## config.mk

```make
export PLATFORM = sky130hd
export DESIGN_NAME = mdio_master
export DESIGN_NICKNAME = d
export VERILOG_FILES = /design/src/rtl/mdio_pkg.sv /design/src/rtl/mdio_tick.sv /design/src/rtl/mdio_sync.sv /design/src/rtl/mdio_capture.sv /design/src/rtl/mdio_bitsel.sv /design/src/rtl/mdio_master.sv
export SDC_FILE = /design/constraint.sdc
export NUM_CORES = 1
export LEC_CHECK = 0
export ABC_AREA = 1
export BUFFER_PORTS_ARGS = -buffer_cell sky130_fd_sc_hd__buf_2
export CORE_ASPECT_RATIO = 1.5
export CORE_UTILIZATION = 55
export CTS_CLUSTER_DIAMETER = 50
export DETAILED_ROUTE_END_ITERATION = 6
export PLACE_DENSITY = 0.77
export SETUP_SLACK_MARGIN = 0.4
export SLEW_MARGIN = 15
export SYNTH_ARGS = -nofsm -noshare
export SYNTH_HDL_FRONTEND = slang
export SYNTH_SLANG_ARGS = --single-unit
export TNS_END_PERCENT = 1
```

## constraint.sdc

```tcl
create_clock -name clk_i -period 3.6 [get_ports clk_i]
set_input_delay 0.72 -clock clk_i [delete_from_list [all_inputs] [get_ports clk_i]]
set_output_delay 0.72 -clock clk_i [all_outputs]
set_load 0.01 [all_outputs]
```

## src/rtl/mdio_pkg.sv

```systemverilog
package mdio_pkg;
  localparam int PRE_LEN = 32;
  localparam int ADDR_W  = 5;
  localparam int DATA_W  = 16;

  localparam int IDX_ST  = PRE_LEN;
  localparam int IDX_OP  = IDX_ST + 2;
  localparam int IDX_PHY = IDX_OP + 2;
  localparam int IDX_REG = IDX_PHY + ADDR_W;
  localparam int IDX_TA  = IDX_REG + ADDR_W;
  localparam int IDX_DAT = IDX_TA + 2;
  localparam int IDX_END = IDX_DAT + DATA_W;
  localparam int IDX_W   = $clog2(IDX_END + 1);

  typedef logic [IDX_W-1:0] idx_t;

  localparam idx_t B_ST  = idx_t'(IDX_ST);
  localparam idx_t B_OP  = idx_t'(IDX_OP);
  localparam idx_t B_PHY = idx_t'(IDX_PHY);
  localparam idx_t B_REG = idx_t'(IDX_REG);
  localparam idx_t B_TA  = idx_t'(IDX_TA);
  localparam idx_t B_DAT = idx_t'(IDX_DAT);
  localparam idx_t B_END = idx_t'(IDX_END);

  typedef enum logic {ST_IDLE, ST_RUN} state_e;

  typedef struct packed {
    logic              rd;
    logic [ADDR_W-1:0] phy;
    logic [ADDR_W-1:0] regn;
    logic [DATA_W-1:0] wdata;
  } req_t;
endpackage

```

## src/rtl/mdio_tick.sv

```systemverilog
module mdio_tick #(
  parameter int HALF_CYC = 4
) (
  input  logic clk_i,
  input  logic rst_ni,
  input  logic en_i,
  output logic tick_o
);
  localparam int CW = (HALF_CYC > 1) ? $clog2(HALF_CYC) : 1;
  localparam logic [CW-1:0] LAST = CW'(HALF_CYC - 1);

  logic [CW-1:0] cnt_q;

  assign tick_o = en_i && (cnt_q == LAST);

  always_ff @(posedge clk_i or negedge rst_ni) begin
    if (!rst_ni)              cnt_q <= '0;
    else if (!en_i || tick_o) cnt_q <= '0;
    else                      cnt_q <= cnt_q + 1'b1;
  end
endmodule

```

## src/rtl/mdio_sync.sv

```systemverilog
module mdio_sync #(
  parameter int STAGES = 2
) (
  input  logic clk_i,
  input  logic rst_ni,
  input  logic d_i,
  output logic q_o
);
  logic [STAGES-1:0] ff_q;

  always_ff @(posedge clk_i or negedge rst_ni) begin
    if (!rst_ni) ff_q <= '0;
    else         ff_q <= {ff_q[STAGES-2:0], d_i};
  end

  assign q_o = ff_q[STAGES-1];
endmodule

```

## src/rtl/mdio_capture.sv

```systemverilog
module mdio_capture
  import mdio_pkg::*;
(
  input  logic              clk_i,
  input  logic              rst_ni,
  input  logic              shift_i,
  input  logic              bit_i,
  output logic [DATA_W-1:0] q_o
);
  always_ff @(posedge clk_i or negedge rst_ni) begin
    if (!rst_ni)      q_o <= '0;
    else if (shift_i) q_o <= {q_o[DATA_W-2:0], bit_i};
  end
endmodule

```

## src/rtl/mdio_bitsel.sv

```systemverilog
module mdio_bitsel
  import mdio_pkg::*;
(
  input  idx_t idx_i,
  input  req_t req_i,
  output logic d_o,
  output logic oe_o
);
  idx_t              off;
  logic [ADDR_W-1:0] a_sh;
  logic [DATA_W-1:0] w_sh;

  always_comb begin
    d_o  = 1'b0;
    oe_o = 1'b0;
    off  = '0;
    a_sh = '0;
    w_sh = '0;
    if (idx_i < B_ST) begin
      d_o  = 1'b1;
      oe_o = 1'b1;
    end else if (idx_i < B_OP) begin
      d_o  = (idx_i != B_ST);
      oe_o = 1'b1;
    end else if (idx_i < B_PHY) begin
      d_o  = req_i.rd ? (idx_i == B_OP) : (idx_i != B_OP);
      oe_o = 1'b1;
    end else if (idx_i < B_REG) begin
      off  = idx_i - B_PHY;
      a_sh = req_i.phy << off;
      d_o  = a_sh[ADDR_W-1];
      oe_o = 1'b1;
    end else if (idx_i < B_TA) begin
      off  = idx_i - B_REG;
      a_sh = req_i.regn << off;
      d_o  = a_sh[ADDR_W-1];
      oe_o = 1'b1;
    end else if (idx_i < B_DAT) begin
      d_o  = 1'b0;
      oe_o = 1'b0;
    end else if (idx_i < B_END) begin
      if (!req_i.rd) begin
        off  = idx_i - B_DAT;
        w_sh = req_i.wdata << off;
        d_o  = w_sh[DATA_W-1];
        oe_o = 1'b1;
      end
    end
  end
endmodule

```

## src/rtl/mdio_master.sv

```systemverilog
module mdio_master
  import mdio_pkg::*;
#(
  parameter int HALF_CYC = 4
) (
  input  logic              clk_i,
  input  logic              rst_ni,
  input  logic              start_i,
  input  logic              rd_i,
  input  logic [ADDR_W-1:0] phy_i,
  input  logic [ADDR_W-1:0] reg_i,
  input  logic [DATA_W-1:0] wdata_i,
  output logic [DATA_W-1:0] rdata_o,
  output logic              busy_o,
  output logic              done_o,
  output logic              mdc_o,
  output logic              mdio_o,
  output logic              mdio_oe_o,
  input  logic              mdio_i
);
  state_e            state_q;
  req_t              req_q, req_in, sel_req;
  idx_t              idx_q, sel_idx;
  logic              phase_q;
  logic              mdc_q, d_q, oe_q, done_q;
  logic [DATA_W-1:0] rdata_q, cap_q;
  logic              tick, accept, last, nd, noe, mdio_s, cap_en;

  assign req_in  = '{rd: rd_i, phy: phy_i, regn: reg_i, wdata: wdata_i};
  assign accept  = (state_q == ST_IDLE) && start_i;
  assign last    = (idx_q == B_END);
  assign sel_req = accept ? req_in : req_q;
  assign sel_idx = accept ? '0 : idx_q + 1'b1;
  // sample at the end of a clock-high phase inside the read data field
  assign cap_en  = (state_q == ST_RUN) && tick && phase_q && req_q.rd &&
                   (idx_q >= B_DAT) && (idx_q < B_END);

  mdio_tick #(.HALF_CYC(HALF_CYC)) u_tick (
    .clk_i (clk_i),
    .rst_ni(rst_ni),
    .en_i  (state_q == ST_RUN),
    .tick_o(tick)
  );

  mdio_sync #(.STAGES(2)) u_sync (
    .clk_i (clk_i),
    .rst_ni(rst_ni),
    .d_i   (mdio_i),
    .q_o   (mdio_s)
  );

  mdio_capture u_cap (
    .clk_i  (clk_i),
    .rst_ni (rst_ni),
    .shift_i(cap_en),
    .bit_i  (mdio_s),
    .q_o    (cap_q)
  );

  mdio_bitsel u_bitsel (
    .idx_i(sel_idx),
    .req_i(sel_req),
    .d_o  (nd),
    .oe_o (noe)
  );

  always_ff @(posedge clk_i or negedge rst_ni) begin
    if (!rst_ni) begin
      state_q <= ST_IDLE;
      req_q   <= '0;
      idx_q   <= '0;
      phase_q <= 1'b0;
      mdc_q   <= 1'b0;
      d_q     <= 1'b0;
      oe_q    <= 1'b0;
      done_q  <= 1'b0;
      rdata_q <= '0;
    end else begin
      done_q <= 1'b0;
      if (accept) begin
        state_q <= ST_RUN;
        req_q   <= req_in;
        idx_q   <= '0;
        phase_q <= 1'b0;
        mdc_q   <= 1'b0;
        d_q     <= nd;
        oe_q    <= noe;
      end else if (state_q == ST_RUN && tick) begin
        if (!phase_q) begin
          phase_q <= 1'b1;
          mdc_q   <= 1'b1;
        end else if (last) begin
          state_q <= ST_IDLE;
          phase_q <= 1'b0;
          mdc_q   <= 1'b0;
          d_q     <= 1'b0;
          oe_q    <= 1'b0;
          done_q  <= 1'b1;
          if (req_q.rd) rdata_q <= cap_q;
        end else begin
          idx_q   <= sel_idx;
          phase_q <= 1'b0;
          mdc_q   <= 1'b0;
          d_q     <= nd;
          oe_q    <= noe;
        end
      end
    end
  end

  assign busy_o    = (state_q == ST_RUN);
  assign done_o    = done_q;
  assign mdc_o     = mdc_q;
  assign mdio_o    = d_q;
  assign mdio_oe_o = oe_q;
  assign rdata_o   = rdata_q;
endmodule

```

# After elaboration in Yosys (flattened, before gate mapping)
# Index checks and enable logic that the tools add are counted.
dict set report op_classes {
  addsub 5
  order_cmp 9
  eq_ne 6
  shift 3
  mux 43
  bitwise 2
  reduce_logical 16
}
# cell count
set ops {}
lappend ops {{$lt 7x6->1 const B} 6}
lappend ops {{$mux 1} 36}
lappend ops {{$mux 7} 5}
lappend ops {{$mux 27} 1}
lappend ops {{$sub 7x6->7 const B} 3}
lappend ops {{$shl 16x7->16} 1}
lappend ops {{$lt 7x7->1 const B} 2}
lappend ops {{$ne 7x6->1 const B} 2}
lappend ops {{$shl 5x7->5} 2}
lappend ops {{$add 7x1->7 const B} 1}
lappend ops {{$eq 7x6->1 const B} 1}
lappend ops {{$eq 7x7->1 const B} 1}
lappend ops {{$ge 7x6->1 const B} 1}
lappend ops {{$logic_and 1x1->1} 7}
lappend ops {{$reduce_and 3->1} 2}
lappend ops {{$reduce_bool 2->1} 3}
lappend ops {{$reduce_and 5->1} 1}
lappend ops {{$add 2x1->2 const B} 1}
lappend ops {{$eq 2x2->1 const B} 1}
lappend ops {{$mux 2} 1}
lappend ops {{$ne 2x2->1 const B} 1}
lappend ops {{$not 1->1} 2}
lappend ops {{$reduce_and 2->1} 1}
lappend ops {{$logic_not 1->1} 1}
lappend ops {{$logic_or 1x1->1} 1}
dict set report word_totals {
  register_bits 75
  in_bits 31
  out_inout_bits 21
  elab_cells 98
}

# Logic depth before layout (Yosys ltp)
# Gate-level depths: netlist of run 1.
dict set report depth {
  depth_word 17
  ltp_mapped 20
  mapped_depth_nobuf 19
}

# Modules after synthesis
# A second synthesis of run 1 with hierarchy kept.
dict set report unflattened {
  cells_unflattened 513
  area_unflattened_um2 3955.0
}
# mod instances cells_per_inst area_per_inst_um2 seq_area_each_um2
set modules_own_cells {}
lappend modules_own_cells {mdio_master 1 280 2372.3 1376.3}
lappend modules_own_cells {mdio_bitsel 1 153 759.5 0.0}
lappend modules_own_cells {mdio_capture 1 68 684.4 400.4}
lappend modules_own_cells {mdio_tick 1 10 88.8 50.0}
lappend modules_own_cells {mdio_sync 1 2 50.0 50.0}

# Least setup slack after synthesis of run 1
# Ideal clock, no wire load.
dict set report synth_path {
  kind {input-to-reg}
  startpoint {in start_i}
  endpoint {reg d_q (netlist: mdio_o)}
  setup_ns 0.065
  arrival_ns 2.409
  required_time_ns 3.535
  slack_ns 1.126
  cell_stages 18
  n_path_buf 2
  cell_sequence {buf_4 > nand2_8 > buf_12 > nand3_4 > inv_1 > ha_1 > inv_1 > a211oi_1 > o21ai_0 > a21oi_1 > nand2_1 > a21oi_1 > nand2_1 > nand2_1 > nand2_1 > nand2_1 > nand2_1 > nand2_1}
}
dict set report synth_between {
  elab_chain_cells 16
  elab_cells_between_ends 35
  classes_between {3 x add/sub; 7 x order compare; 3 x eq/ne; 3 x shift; 15 x mux; 4 x reduce/logical}
}
# item line
set synth_lines {}
lappend synth_lines {{start: declaration} mdio_master.sv:8} ;# input logic start_i,
lappend synth_lines {{$logic_and 1x1->1 (*)} mdio_master.sv:30} ;# assign accept = (state_q == ST_IDLE) && start_i;
lappend synth_lines {{$mux 7} mdio_master.sv:33} ;# assign sel_idx = accept ? '0 : idx_q + 1'b1;
lappend synth_lines {{$sub 7x6->7} mdio_bitsel.sv:43} ;# off = idx_i - B_DAT;
lappend synth_lines {{$shl 16x7->16} mdio_bitsel.sv:44} ;# w_sh = req_i.wdata << off;
lappend synth_lines {{$mux 1} mdio_bitsel.sv:42} ;# if (!req_i.rd) begin
lappend synth_lines {{$mux 1} mdio_bitsel.sv:41} ;# end else if (idx_i < B_END) begin
lappend synth_lines {{$mux 1} mdio_bitsel.sv:38} ;# end else if (idx_i < B_DAT) begin
lappend synth_lines {{$mux 1} mdio_bitsel.sv:33} ;# end else if (idx_i < B_TA) begin
lappend synth_lines {{$mux 1} mdio_bitsel.sv:28} ;# end else if (idx_i < B_REG) begin
lappend synth_lines {{$mux 1} mdio_bitsel.sv:25} ;# end else if (idx_i < B_PHY) begin
lappend synth_lines {{$mux 1} mdio_bitsel.sv:22} ;# end else if (idx_i < B_OP) begin
lappend synth_lines {{$mux 1} mdio_bitsel.sv:19} ;# if (idx_i < B_ST) begin
lappend synth_lines {{$mux 1} mdio_master.sv:92} ;# end else if (last) begin
lappend synth_lines {{$mux 1} mdio_master.sv:89} ;# if (!phase_q) begin
lappend synth_lines {{$mux 1} mdio_master.sv:88} ;# end else if (state_q == ST_RUN && tick) begin
lappend synth_lines {{$mux 1} mdio_master.sv:80} ;# if (accept) begin
lappend synth_lines {{end signal: assignment} mdio_master.sv:86} ;# d_q <= nd;
lappend synth_lines {{end signal: assignment} mdio_master.sv:104} ;# d_q <= nd;
lappend synth_lines {{end: declaration} mdio_master.sv:25} ;# logic mdc_q, d_q, oe_q, done_q;
# Mark *: on every way between the ends. The rest lies on a longest branch, timed or not. The select of a mux whose other input is x is not followed.
# A chain may end at the register's enable or synchronous reset.

# Worst setup path after layout of run 1
dict set report layout_path {
  startpoint {reg idx_q[0]}
  endpoint {reg d_q (netlist: mdio_o)}
}
dict set report layout_between {
  elab_chain_cells 16
  elab_cells_between_ends 32
  classes_between {4 x add/sub; 7 x order compare; 4 x eq/ne; 3 x shift; 14 x mux}
}
# item line
set layout_lines {}
lappend layout_lines {{start: declaration} mdio_master.sv:23} ;# idx_t idx_q, sel_idx;
lappend layout_lines {{start signal: assignment} mdio_master.sv:101} ;# idx_q <= sel_idx;
lappend layout_lines {{$add 7x1->7} mdio_master.sv:33}
lappend layout_lines {{$mux 7} mdio_master.sv:33}
lappend layout_lines {{$sub 7x6->7} mdio_bitsel.sv:43}
lappend layout_lines {{$shl 16x7->16} mdio_bitsel.sv:44}
lappend layout_lines {{$mux 1} mdio_bitsel.sv:42}
lappend layout_lines {{$mux 1} mdio_bitsel.sv:41}
lappend layout_lines {{$mux 1} mdio_bitsel.sv:38}
lappend layout_lines {{$mux 1} mdio_bitsel.sv:33}
lappend layout_lines {{$mux 1} mdio_bitsel.sv:28}
lappend layout_lines {{$mux 1} mdio_bitsel.sv:25}
lappend layout_lines {{$mux 1} mdio_bitsel.sv:22}
lappend layout_lines {{$mux 1} mdio_bitsel.sv:19}
lappend layout_lines {{$mux 1} mdio_master.sv:92}
lappend layout_lines {{$mux 1} mdio_master.sv:89}
lappend layout_lines {{$mux 1} mdio_master.sv:88}
lappend layout_lines {{$mux 1 (*)} mdio_master.sv:80}
# Marked as above.

==> reports/qor.csv, run 1 <==
metric;value;unit
cp_max_fo;9;
tightest_slew;0.981;ns
grt_pass1_vias;3159;
synth_compound_area_share;9.49;%
grt_pass1_wl;13900;um
synth-simple-area-share;28.6;%
fin_worst_skew;0.00595;ns
rsz0062_at_grt;false;
synth.distinct_cells;34;
cts_setup_buffers;0;
cts_tree;yes;
synth_edf_count;0;
setup_viol_count_final;0;
ir_drop;0.000323;V
gp_congestion;0.830;
clkPwrFrac;37.1;%
critPathMostFrequentCell;nand2_1;
synthAdderAreaFrac;3.93;%
synthesis.nets;511;
fin_crit;2.70;ns
fmax;370;MHz
design_area;4230;um2
gr-usage-all-layers;24.4;%
wl_per_cell;13.5;um
avgSynthCellArea;8.17;um2
cts_buffer_depth;2;
syn_to_final_growth;10.5;%
vias;3132;
cts.htree.levels;3;
async_flop_share;100;%
rows;36;
slew_headroom;34.4;%
cap_violations;0;
finalCritPeriodShare;75.1;%
cpPeakStageDelay;0.50;ns
antenna_cells;0;
run_status;complete, no violations;
fin_ws;0.896;ns
crit_path_cell_trace;ha_1, nand2_1, nor2_1, nand2_1, nand3_4, inv_1, ha_1, inv_1, a211oi_1, o21ai_0, a21oi_1, nand2_1, a21oi_1, nand2_1, nand2_1, nand2_1, nand2_1, nand2_1, nand2_1;
yosys_warnings;0;
worst_setup_path_end_kind;flop;
wl;8070;um
intPower;1130;uW
synth_top_cell_by_area;dfrtp_1;
p_leak;0.00221;uW
place_ws;0.738;ns
path_clk_slew;0.08;ns
swShare;23.3;%
die_area;7300;um2
dpl-instance-area;4070;um2
p_seq_share;58.6;%
postSynthCellCount;468;
syn_area;3820;um2
viasPerCell;5.26;
start_util;57.7;%
core_area;6620;um2
numCtsBuffers;9;
synth_flop_cell;dfrtp_1;
holdBufCountCts;0;
cts_sinks;75;
drive_gt1_share;16.3;%
grt_max_degree;44;
root_buffer;clkbuf_8;
p_per_area;347;nW/um2
die_h;104;um
synthDominantCellAreaShare;49.1;%
crit_required;3.90;ns
crit_type;reg -> reg;
overflow;0;
nNetsFinal;559;
insertion_delay;0.35;ns
final_max_slew_viol_count;0;
comb_power_share;4.2;%
synth_area_leaders;dfrtp_1, nand2_1, o21ai_0;
hpwlAfterDp;6050;um
drt_first_pass_iters;4;
ios;52;
critPathTopFamily;simple AND/OR/NAND/NOR gates;
muxShareOfSynthArea;0.295;%
synth-xor-area-share;0;%
mostFrequentLayoutCell;nand2_1;
ys_seq_elements;75;
critical-path-slowest-cell;dfrtp_1;
layout_common_cells;nand2_1, dfrtp_1, buf_2;
min_path_type;reg -> reg;
crit_buf_inv;2;
hold_viol;0;
synth_top_family_by_area;simple AND/OR/NAND/NOR gates;
startpoint_type;flop;
yosysSeqAreaShare;49.1;%
setup_tns;0;ns
power.switching;343;uW
antenna_left;0;
drcViolationCount;0;
cts_resized;0;
die_width;70.1;um
antenna_found_initial;0;
io_buffers;51;
arrival;3.00;ns
drtIter0Drc;167;
registers in the layout, indices dropped and copies added (netlist names):
signal / cells
u_tick.cnt_q: 2
idx_q: 7
mdio_o: 1
req_q: 27
u_sync.ff_q: 2
mdio_oe_o: 1
mdc_o: 1
u_cap.q_o: 16
rdata_o: 16
done_o: 1
busy_o: 1
through the flow:
stage	hold slack (ns)	std cells	util (%)	total power [uW]
6_report	0.357	596	63.8	1470
5_1_grt	0.370	596	63.8	1520
4_1_cts	0.360	596	63.8	1480
3_5_place_dp	0.343	581	61.4	940
3_3_place_gp	0.335	581	61.4	938
2_1_floorplan	0.331	468	-	900
layout make-up:
cell class	count	area [um2]
Timing Repair Buffer	55	285
Tap cell	76	95.1
Sequential cell	75	1880
Clock buffer	11	131
Multi-Input combinational cell	325	1620
Inverter	50	190
Fill cell	582	2400
Clock inverter	4	28.8
routing by layer:
layer  share of wire [%]  vias to the layer above  GRT usage [%]  wire [um]
li1                    -                     1589              -          -
met1                  40                     1487           28.0       3270
met2                  54                       43           42.8       4400
met3                 3.2                       13           5.43        257
met4                 1.9                        0           10.7        150
met5                   0                        -              0          0
kinds of logic (layout without fill, tap and decap cells):
logic type               after synthesis  after routing
flip-flops                            75             75
AO/OA/AOI/OAI                         68             68
buffers and inverters                 68            120
AND/OR/NAND/NOR                      244            244
adder cells (fa/ha/maj)               12             12
multiplexers                           1              1
worst register-to-register path, cell delays in order (launching register included):
cell	delay [ns]
dfrtp_1	0.50
ha_1	0.29
nand2_1	0.14
nor2_1	0.10
nand2_1	0.11
nand3_4	0.13
inv_1	0.14
ha_1	0.25
inv_1	0.06
a211oi_1	0.21
o21ai_0	0.12
a21oi_1	0.13
nand2_1	0.06
a21oi_1	0.12
nand2_1	0.08
nand2_1	0.06
nand2_1	0.04
nand2_1	0.05
nand2_1	0.04
nand2_1	0.05
cell usage after synthesis, drive strengths merged (4+ instances only):
| cell type | instances |
|---|---|
| nand2 | 164 |
| dfrtp | 75 |
| o21ai | 52 |
| inv | 50 |
| nand3 | 50 |
| nor2 | 22 |
| buf | 12 |
| ha | 12 |
| a21oi | 9 |
| clkbuf | 6 |
| o211ai | 4 |
power by group through the flow:
stage	combinational, uW	sequential, uW	clock [uW]
after floorplan	24.4	875	0
after global placement	61.8	877	0
after detailed placement	63.6	877	0
after CTS	63.9	860	558
after global routing	72.3	861	588
final	62.2	861	545
worst paths after layout:
check | cells past startpoint | startpoint | slack, ns | end
setup reg to reg | 19 | idx_q[0] | 0.90 | mdio_o
hold / removal | 0 | u_sync.ff_q[0] | 0.36 | u_sync.ff_q[1]
hold reg to reg | 0 | u_sync.ff_q[0] | 0.36 | u_sync.ff_q[1]
max in group asynchronous | 2 | rst_ni | 2.35 | req_q[8]
setup / recovery | 19 | idx_q[0] | 0.90 | mdio_o
min in group asynchronous | 1 | rst_ni | 0.47 | done_o
Power figures use the tool's default switching activity.
==> inputs of run 2 (changes only) <==
Settings changed: CORE_UTILIZATION 55 to 52, PLACE_DENSITY 0.77 to 0.76.
Clock period 3.6 ns to 2.4 ns, I/O delays scaled along.
==> run 2 against run 1 <==
Clock skew rose by 0.00076 ns. Clock-buffer cell count did not move. Via count rose by 5.0%. Worst hold slack got worse by 0.28 ns. Final cell count rose by 7.7%. Global-route usage rose by 0.65 points. Maximum frequency rose by 21%. Setup slack got worse by 0.72 ns. Sequential share of layout area fell by 4.1 points. Wire length rose by 11%. Final area rose by 11%.
==> reports/qor.csv, run 2 (synthesized netlist as in run 1, its figures left out) <==
metric;value;unit;change
die_width;72.0;um;+2.8%
rsz0062_at_grt;true;;
hpwlAfterDp;6430;um;+6.3%
drcViolationCount;0;;unchanged
grt_busiest_layer;met2;;
cp_max_fo;5;;-4
syn_to_final_growth;22.1;%;
ios;52;;unchanged
nNetsFinal;584;;+4.5%
min_path_type;in -> async;;
antenna_cells;0;;unchanged
fillCellCount;582;;unchanged
hold_viol;0;;unchanged
start_util;54.7;%;-3.0 points
p_per_area;509;nW/um2;+47%
run_status;complete, no violations;;
cts_tree;yes;;
ir_drop;0.000478;V;+48%
cts.htree.levels;3;;unchanged
grt_pass1_wl;14600;um;+5.0%
top_register;req_q;;
drive_gt1_share;24.8;%;+8.4 points
numCtsBuffers;9;;unchanged
tightest_slew;0.473;ns;-0.508 ns
setup_viol_count_final;0;;unchanged
die_area;7710;um2;+5.6%
largest_reg_flops;27;;unchanged
antenna_found_initial;0;;unchanged
final_max_slew_viol_count;0;;unchanged
wl_per_cell;14.0;um;+3.3%
crit_required;2.70;ns;-1.20 ns
viasPerCell;5.12;;-2.5%
design_area;4670;um2;+11%
vias;3290;;+5.0%
p_leak;0.00235;uW;+6.5%
fin_ws;0.174;ns;-0.722 ns
mostFrequentLayoutCell;nand2_1;;
use_met2;41.6;%;-1.2 points
holdBufCountCts;0;;unchanged
cap_violations;0;;unchanged
drtIter0Drc;189;;+13%
core_area;6990;um2;+5.6%
gp_congestion;0.899;;+8.3%
rows;37;;+2.8%
fin_worst_skew;0.00670;ns;+0.000756 ns
fin_crit;2.23;ns;-0.478 ns
root_buffer;clkbuf_8;;
setup_tns;0;ns;unchanged
startpoint;idx_q[1];;
gr-usage-all-layers;25.0;%;+0.65 points
use_met3;6.67;%;+1.2 points
startpoint_type;flop;;
worst_setup_path_end_kind;flop;;
dpl-instance-area;4280;um2;+5.4%
io_buffers;51;;unchanged
overflow;0;;unchanged
place_ws;0.0618;ns;-0.677 ns
drt_first_pass_iters;6;;+2
path_clk_slew;0.08;ns;about the same
layout_common_cells;nand2_1, dfrtp_1, buf_2;;
crit_type;reg -> reg;;
cts_buffer_depth;2;;unchanged
use_met1;29.0;%;+1.0 points
insertion_delay;0.35;ns;about the same
total_power;2380;uW;+62%
antenna_left;0;;unchanged
die_h;107;um;+2.8%
cts_sinks;75;;unchanged
r2r_start;idx_q[1];;
grt_pass1_vias;3212;;+1.7%
grt_max_degree;42;;-4.5%
wl;8980;um;+11%
slew_headroom;68.4;%;+34 points
arrival;2.52;ns;-0.48 ns
finalCritPeriodShare;92.8;%;+18 points
fmax;449;MHz;+21%
==> run 2: changes by cell type in the layout (fill, tap and decap cells not counted), moves of 3 or more <==
cell	previous run	this run
buf_4	4	25
dfrtp_1	75	69
dfrtp_2	0	6
ha_1	12	6
ha_4	0	6
buf_6	0	3
nand2_1	159	156
==> run 2: metrics by stage <==
step | utilization (%) | cells | hold WS, ns
2_1_floorplan | - | 468 | 0.184
3_3_place_gp | 61.3 | 612 | 0.334
3_5_place_dp | 61.3 | 612 | 0.345
4_1_cts | 65.2 | 633 | 0.0850
5_1_grt | 66.8 | 642 | 0.106
6_report | 66.8 | 642 | 0.0765
==> run 2: worst paths after layout <==
| path | slack, ns | to | depth (start not counted) |
|---|---|---|---|
| worst max-delay path | 0.17 | mdio_o | 19 |
| worst min-delay path | 0.08 | req_q[26] | 1 |
| worst max register to register | 0.17 | mdio_o | 19 |
| worst min register to register | 0.36 | u_sync.ff_q[1] | 0 |
| max in group asynchronous | 1.72 | idx_q[3] | 2 |
| min in group clk_i | 0.23 | u_sync.ff_q[0] | 1 |
==> run 2: area by class of cell <==
class	count	area, um2	area share (%)
Sequential cell	75	1880	40.4
Multi-Input combinational cell	325	1750	37.4
Timing Repair Buffer	80	512	11.0
Inverter	50	203	4.34
Clock buffer	11	151	3.24
Tap cell	97	121	2.60
Clock inverter	4	50.0	1.07
==> run 2: power by group <==
group	switching [uW]	leakage [uW]	internal, uW
registers	8.01	0.000974	1280
clock network	462	0.0000974	529
logic	57.7	0.00128	38.8
total	528	0.00235	1850
==> run 2: worst max-delay path: stages (launching register included) <==
cell and delay (ns):
dfrtp_2 0.46, ha_4 0.19, nand2_4 0.07, nor2_2 0.05, nand2_2 0.07, nand3_4 0.12
inv_4 0.10, ha_4 0.15, nor2_1 0.06, a211oi_2 0.19, o21ai_1 0.09, a21oi_1 0.13
nand2_1 0.08, a21oi_2 0.11, nand2_1 0.06, nand2_1 0.05, nand2_1 0.04, nand2_1 0.05
nand2_1 0.04, nand2_1 0.05
==> run 2: timing repair <==
action / in CTS / in global routing
resized for setup: 8 / 10
endpoints found under the setup margin: 1 / 1
pin swaps: 5 / 6
buffers inserted: 6 / 9
==> run 2: metal layers <==
| layer | wire length, um | share of wire, % |
|---|---|---|
| met1 | 3600 | 40 |
| met2 | 4630 | 52 |
| met3 | 394 | 4.4 |
| met4 | 355 | 4.0 |
| met5 | 0 | 0 |
